--- config.mk ---
export PLATFORM = sky130hd
export DESIGN_NAME = pwrfail_guard
export DESIGN_NICKNAME = d
export VERILOG_FILES = /design/src/rtl/pf_pkg.sv /design/src/rtl/pf_sync.sv /design/src/rtl/pf_window.sv /design/src/rtl/pf_ctrl.sv /design/src/rtl/pf_host_gate.sv /design/src/rtl/pwrfail_guard.sv
export SDC_FILE = /design/constraint.sdc
export NUM_CORES = 1
export LEC_CHECK = 0
export ABC_AREA = 1
export BUFFER_PORTS_ARGS = -buffer_cell sky130_fd_sc_hd__buf_4
export CAP_MARGIN = 25
export CORE_UTILIZATION = 49
export DETAILED_ROUTE_END_ITERATION = 10
export GPL_TIMING_DRIVEN = 0
export MAX_ROUTING_LAYER = met4
export PLACE_DENSITY_LB_ADDON = 0.25
export REMOVE_ABC_BUFFERS = 1
export SLEW_MARGIN = 20
export SYNTH_ARGS = -nofsm -noshare
export SYNTH_HDL_FRONTEND = slang
export SYNTH_SLANG_ARGS = --single-unit
--- constraint.sdc ---
create_clock -name clk -period 1.91 [get_ports clk]
set_clock_uncertainty 0.15 [all_clocks]
set_input_delay 0.0955 -clock clk [delete_from_list [all_inputs] [get_ports clk]]
set_output_delay 0.0955 -clock clk [all_outputs]
set_load 0.02 [all_outputs]
--- src/rtl/pf_pkg.sv ---
// Package: shared state encoding for the power-fail controller.
package pf_pkg;
    typedef enum logic [2:0] {
        PF_NORMAL   = 3'd0,
        PF_DB_FAIL  = 3'd1,
        PF_DELAY    = 3'd2,
        PF_LOCKED   = 3'd3,
        PF_DB_RECOV = 3'd4
    } pf_state_e;
endpackage

--- src/rtl/pf_sync.sv ---
// Module: pf_sync
// Brings the asynchronous active-low power-fail pin into the clock domain.
// Assumes the pin idles high; every stage resets to 1.
module pf_sync #(
    parameter int STAGES = 2
) (
    input  logic clk,
    input  logic rst_n,
    input  logic async_n,
    output logic sync_n
);
    logic [STAGES-1:0] chain;

    generate
        for (genvar i = 0; i < STAGES; i++) begin : g_stage
            // Shift one synchronizer stage.
            always_ff @(posedge clk) begin
                if (!rst_n)
                    chain[i] <= 1'b1;
                else if (i == 0)
                    chain[i] <= async_n;
                else
                    chain[i] <= chain[(i == 0) ? 0 : i-1];
            end
        end
    endgenerate

    assign sync_n = chain[STAGES-1];
endmodule

--- src/rtl/pf_window.sv ---
// Module: pf_window
// Tick counter shared by the debounce and delay windows. It signals expiry
// on the tick that completes `limit` ticks since the last restart.
// Assumes limit >= 1 and that the caller restarts it on every state change.
module pf_window #(
    parameter int CNT_W = 6
) (
    input  logic             clk,
    input  logic             rst_n,
    input  logic             restart,
    input  logic             tick,
    input  logic [CNT_W-1:0] limit,
    output logic             expire
);
    logic [CNT_W-1:0] cnt;

    // Count ticks; clear on restart.
    always_ff @(posedge clk) begin
        if (!rst_n || restart)
            cnt <= '0;
        else if (tick)
            cnt <= cnt + 1'b1;
    end

    // Expiry on the tick that reaches the limit.
    always_comb expire = tick && (cnt == limit - 1'b1);
endmodule

--- src/rtl/pf_ctrl.sv ---
// Module: pf_ctrl
// Sequencer: normal -> fail debounce -> optional delay -> locked ->
// recovery debounce -> normal. Owns the interrupt flag and the save strobe.
// Assumes fail_s is already synchronous and expire comes from pf_window.
module pf_ctrl
    import pf_pkg::*;
(
    input  logic clk,
    input  logic rst_n,
    input  logic fail_s,
    input  logic expire,
    input  logic dly_en,
    input  logic tsave_en,
    input  logic irq_clr,
    output logic restart,
    output logic use_dly,
    output logic locked,
    output logic status,
    output logic save_strobe,
    output logic irq
);
    pf_state_e st, nxt;
    logic      accept;

    // Next-state selection.
    always_comb begin
        nxt = st;
        unique case (st)
            PF_NORMAL:   if (fail_s) nxt = PF_DB_FAIL;
            PF_DB_FAIL:  if (!fail_s) nxt = PF_NORMAL;
                         else if (expire) nxt = dly_en ? PF_DELAY : PF_LOCKED;
            PF_DELAY:    if (expire) nxt = PF_LOCKED;
            PF_LOCKED:   if (!fail_s) nxt = PF_DB_RECOV;
            PF_DB_RECOV: if (fail_s) nxt = PF_LOCKED;
                         else if (expire) nxt = PF_NORMAL;
            default:     nxt = PF_NORMAL;
        endcase
    end

    // Derived controls for the window counter.
    always_comb begin
        accept  = (st == PF_DB_FAIL) && fail_s && expire;
        restart = (nxt != st);
        use_dly = (st == PF_DELAY);
    end

    // State register.
    always_ff @(posedge clk) begin
        if (!rst_n) st <= PF_NORMAL;
        else        st <= nxt;
    end

    // Snapshot pulse only on first entry to locked after a failure.
    always_ff @(posedge clk) begin
        if (!rst_n)
            save_strobe <= 1'b0;
        else
            save_strobe <= tsave_en && (nxt == PF_LOCKED) &&
                           ((st == PF_DB_FAIL) || (st == PF_DELAY));
    end

    // Sticky interrupt; clear honoured only outside a failure.
    always_ff @(posedge clk) begin
        if (!rst_n)
            irq <= 1'b0;
        else if (accept)
            irq <= 1'b1;
        else if (irq_clr && !status)
            irq <= 1'b0;
    end

    // Output decode from the state register.
    always_comb begin
        locked = (st == PF_LOCKED) || (st == PF_DB_RECOV);
        status = locked || (st == PF_DELAY);
    end
endmodule

--- src/rtl/pf_host_gate.sv ---
// Module: pf_host_gate
// Blocks host writes and zeroes read data while the lock is active.
// Purely combinational; assumes lock is a registered signal.
module pf_host_gate #(
    parameter int DATA_W = 8
) (
    input  logic              lock,
    input  logic              wr_i,
    input  logic [DATA_W-1:0] rd_i,
    output logic              wr_o,
    output logic [DATA_W-1:0] rd_o
);
    // Gate both directions with the lock.
    always_comb begin
        wr_o = wr_i && !lock;
        rd_o = lock ? '0 : rd_i;
    end
endmodule

--- src/rtl/pwrfail_guard.sv ---
// Module: pwrfail_guard (top)
// Power-fail lockout and time-save controller. All windows are counted in
// ticks of `tick`. Assumes DB_TICKS and DLY_TICKS are at least 1.
module pwrfail_guard #(
    parameter int DB_TICKS    = 32,
    parameter int DLY_TICKS   = 480,
    parameter int DATA_W      = 8,
    parameter int SYNC_STAGES = 2
) (
    input  logic              clk,
    input  logic              rst_n,
    input  logic              pfail_n,
    input  logic              tick,
    input  logic              dly_en,
    input  logic              tsave_en,
    input  logic              irq_clr,
    input  logic              host_wr_i,
    input  logic [DATA_W-1:0] host_rd_data_i,
    output logic              host_wr_o,
    output logic [DATA_W-1:0] host_rd_data_o,
    output logic              lockout,
    output logic              save_strobe,
    output logic              irq,
    output logic              pf_status
);
    localparam int MAX_T = (DB_TICKS > DLY_TICKS) ? DB_TICKS : DLY_TICKS;
    localparam int CNT_W = $clog2(MAX_T + 1);

    logic             sync_n, restart, use_dly, expire;
    logic [CNT_W-1:0] limit;

    pf_sync #(.STAGES(SYNC_STAGES)) sync_i (
        .clk(clk), .rst_n(rst_n), .async_n(pfail_n), .sync_n(sync_n)
    );

    // Window length for the current state.
    always_comb limit = use_dly ? CNT_W'(DLY_TICKS) : CNT_W'(DB_TICKS);

    pf_window #(.CNT_W(CNT_W)) win_i (
        .clk(clk), .rst_n(rst_n), .restart(restart), .tick(tick),
        .limit(limit), .expire(expire)
    );

    pf_ctrl ctrl_i (
        .clk(clk), .rst_n(rst_n), .fail_s(!sync_n), .expire(expire),
        .dly_en(dly_en), .tsave_en(tsave_en), .irq_clr(irq_clr),
        .restart(restart), .use_dly(use_dly), .locked(lockout),
        .status(pf_status), .save_strobe(save_strobe), .irq(irq)
    );

    pf_host_gate #(.DATA_W(DATA_W)) gate_i (
        .lock(lockout), .wr_i(host_wr_i), .rd_i(host_rd_data_i),
        .wr_o(host_wr_o), .rd_o(host_rd_data_o)
    );
endmodule

==> flow_summary_export.csv <==
group,metric,value,unit
power_and_ir_drop,switchingPower,185,uW
synth,synth_edf_count,0,
floorplan,die_h,46.6,um
place,gp_congestion,0.795,
sta,relSlewSlack,0.829,
setup_path,cp-end-kind,"flip-flop",
global_route,grt_overflow_total,0,
power_and_ir_drop,power.share.sequential,0.492,
drt,wire_per_inst,11.3,um
clock_network,clock-sinks,16,
setup_path,critPathRequiredTime,1.96,ns
setup_path,cp.arrival,1.85,ns
setup_path,path_cells,"ha_1 -> nand2_2 -> nor2_4 -> nand2_2 -> nor2_4 -> nand3_4 -> o21ai_1 -> nand2_1 -> nand3_4 -> nor3_2",
place,dp_hpwl,1560,um
synth,synth_seq_area_share,0.329,
cells_and_area,insertedDiodeCount,0,
setup_path,crit_cells,10,
power_and_ir_drop,power_density,521,mW/mm^2
clock_network,cts_buffer_depth,2,
power_and_ir_drop,ir_worst_vdd,0.542,mV
cells_and_area,fillCellCount,126,
setup_path,r2r-start,"win_i.cnt[0]$_SDFFE_PP0P_",
synth,synthTopCellsByArea,"dfxtp_1, nor3_2, nor2_1, inv_1, nand2_2",
power_and_ir_drop,p_int,521,uW
floorplan,rows,15,
synth,avgSynthCellArea,7.50,um^2
setup_path,crit_path_top_delay_cell,"dfxtp_2",
setup_path,critPathMaxFanout,9,
sta,tightest_slew,0.256,ns
setup_path,path_buf_inv,0,
synth,synth_cells,130,
global_route,antenna_found_initial,0,
sta,setup_viol,0,
synth,yosys.area.top_type,"dfxtp_1",
cells_and_area,nNetsFinal,186,
synth,yosys_warnings,0,
cells_and_area,area_growth,39.0,%
clock_network,cts_tree,"yes",
floorplan,initial_core_util,0.541,
synth,mappedNetlistArea,975,um^2
drt,post-route-drc-count,0,
sta,clock.fmax,0.554,GHz
job,cap_violations,0,
drt,drt_iter0_drc,17,
sta,timing.final.crit_share,0.944,
clock_network,clkSlewWorstSetupHoldPaths,0.10,ns
run_status,outcome,"finished clean",
setup_path,critPathLaunch,"win_i.cnt[0]$_SDFFE_PP0P_",
sta,finalCriticalPeriod,1.80,ns
drt,drt_pass1_iterations,3,
power_and_ir_drop,power_leakage,0.000606,uW
drt,ant_nets,0,
synth,ys.flop_type,"dfxtp_1",
hold_path,hold_path.class,"flip-flop to flip-flop",
clock_network,clock_latency,0.30,ns
global_route,grt_max_degree,13,
floorplan,fp.dieW,46.6,um
setup_path,critPathKind,"flip-flop to flip-flop",
sta,slew_violations,0,
setup_path,endpoint,"win_i.cnt[3]$_SDFFE_PP0P_",
synth,ys_seq_elements,16,
power_and_ir_drop,p_total,706,uW
sta,hold_viol,0,
clock_network,htree_num_levels,1,
setup_path,startpoint_type,"flip-flop",
clock_network,cts_root_buffer,"clkbuf_4",
synth,synth_cell_types,27,
global_route,grt_pass1_vias,792,
synth,yosysTopAreaCellShare,0.329,
cells_and_area,final_common_cell,"buf_4",
power_and_ir_drop,comb_power_share,0.173,
setup_path,cpPeakStageDelay,0.36,ns
setup_path,timing.rr.end,"win_i.cnt[3]$_SDFFE_PP0P_",
setup_path,r2r_cells,10,
synth,synthArstFlopShare,0,
global_route,grt_pass1_wl,3170,um
setup_path,r2r_slack,0.11,ns
drt,via_per_inst,4.86,
drt,vias,938,
global_route,track_usage,0.217,
power_and_ir_drop,p_sw_frac,0.262,
floorplan,num_io_pins,29,
sta,finalSetupTns,0,ns
clock_network,numCtsBuffers,3,
floorplan,die_area,0.00217,mm^2
floorplan,core-area,0.00180,mm^2
power_and_ir_drop,clockPowerShare,0.335,
cells_and_area,mostFrequentLayoutCells,"buf_4, nor2_1, inv_1, nand2_1, dfxtp_1",
cells_and_area,drive_gt1_frac,0.435,
drt,drt_wl_total,2180,um
place,port_buffers,28,
setup_path,crit_family,"simple AND/OR/NAND/NOR gates",
area by class of cell:
type                    instances  area (um^2)  share of cell area
flip-flops and latches         16          325               0.240
repair buffers                 35          278               0.205
inverters                      21         78.8              0.0582
well taps                      25         31.3              0.0231
multi-input cells              92          606               0.447
clock buffers                   4         36.3              0.0268
registers in the layout, indices dropped and copies added, names as in the netlist:
| signal | count |
|---|---|
| sync_i.sync_n | 1 |
| sync_i.chain | 1 |
| ctrl_i.irq | 1 |
| ctrl_i.save_strobe | 1 |
| ctrl_i.st | 3 |
| win_i.cnt | 9 |
Yosys cell counts, types with 2 or more instances:
| master | instances |
|---|---|
| a21oi_1 | 2 |
| dfxtp_1 | 16 |
| inv_1 | 17 |
| inv_2 | 4 |
| nand2_1 | 14 |
| nand2_2 | 10 |
| nand3_1 | 6 |
| nand3_2 | 3 |
| nor2_1 | 22 |
| nor2_2 | 2 |
| nor2_4 | 2 |
| nor3_2 | 9 |
| o21ai_0 | 2 |
| or2_2 | 3 |
| xnor2_1 | 3 |
| xor2_1 | 4 |
per-layer routing:
metal / up-vias / track usage / wire, um
met5: - / - / 0
met4: 0 / 0.118 / 40
met3: 5 / 0.0275 / 129
met2: 31 / 0.381 / 1080
met1: 422 / 0.231 / 939
li1: 480 / - / -
logic make-up (layout without fill, tap and decap cells):
family | count (synthesis) | after routing | synth area share
buffers and inverters | 22 | 60 | 0.0847
adders and majority gates | 1 | 1 | 0.0128
xor gates and xnor gates | 7 | 7 | 0.0629
AOI/OAI and AO/OA | 7 | 7 | 0.0411
DFF | 16 | 16 | 0.329
muxes | 1 | 1 | 0.0103
and+or+nand+nor | 76 | 76 | 0.460
how the worst min path moves through the flow:
stage	endpoint	cells past startpoint	slack, ns	startpoint
after floorplan	sync_i.chain[0]$_SDFF_PN1_	1	0.05	pfail_n
after global placement	sync_i.chain[0]$_SDFF_PN1_	2	0.13	pfail_n
after detailed placement	sync_i.chain[0]$_SDFF_PN1_	2	0.14	pfail_n
after CTS	sync_i.sync_n$_SDFF_PN1_	1	0.27	sync_i.chain[0]$_SDFF_PN1_
after global routing	sync_i.sync_n$_SDFF_PN1_	1	0.30	sync_i.chain[0]$_SDFF_PN1_
final	sync_i.sync_n$_SDFF_PN1_	1	0.27	sync_i.chain[0]$_SDFF_PN1_
worst reg2reg max path, delay by kind of cell (launching register included):
kind	cells	cell delay, ns
compound gates	1	0.16
fa+ha+maj	1	0.17
flops	1	0.36
simple gates	8	0.86
power groups by stage:
stage | Clock [uW] | Sequential, uW | Combinational [uW]
2_1_floorplan | 0 | 352 | 58.1
3_3_place_gp | 0 | 353 | 103
3_5_place_dp | 0 | 354 | 106
4_1_cts | 234 | 346 | 116
5_1_grt | 243 | 348 | 133
6_report | 236 | 347 | 122
what timing repair did:
action	CTS	global route
resized for setup	0	10
endpoints found under the setup margin	0	10
buffers inserted	0	1
hold endpoints to repair	7	0
hold buffers	6	0
stage by stage:
step / worst slack, ns / util / instance area [um^2] / instances / hold WS (ns)
2_1_floorplan: 0.242 / - / 971 / 129 / 0.0521
3_3_place_gp: 0.114 / 0.673 / 1210 / 182 / 0.133
3_5_place_dp: 0.0518 / 0.673 / 1210 / 182 / 0.136
4_1_cts: 0.0259 / 0.726 / 1310 / 192 / 0.273
5_1_grt: -0.0164 / 0.752 / 1360 / 193 / 0.304
6_report: 0.106 / 0.752 / 1360 / 193 / 0.274
No activity file was read; power rests on OpenSTA's default activity.
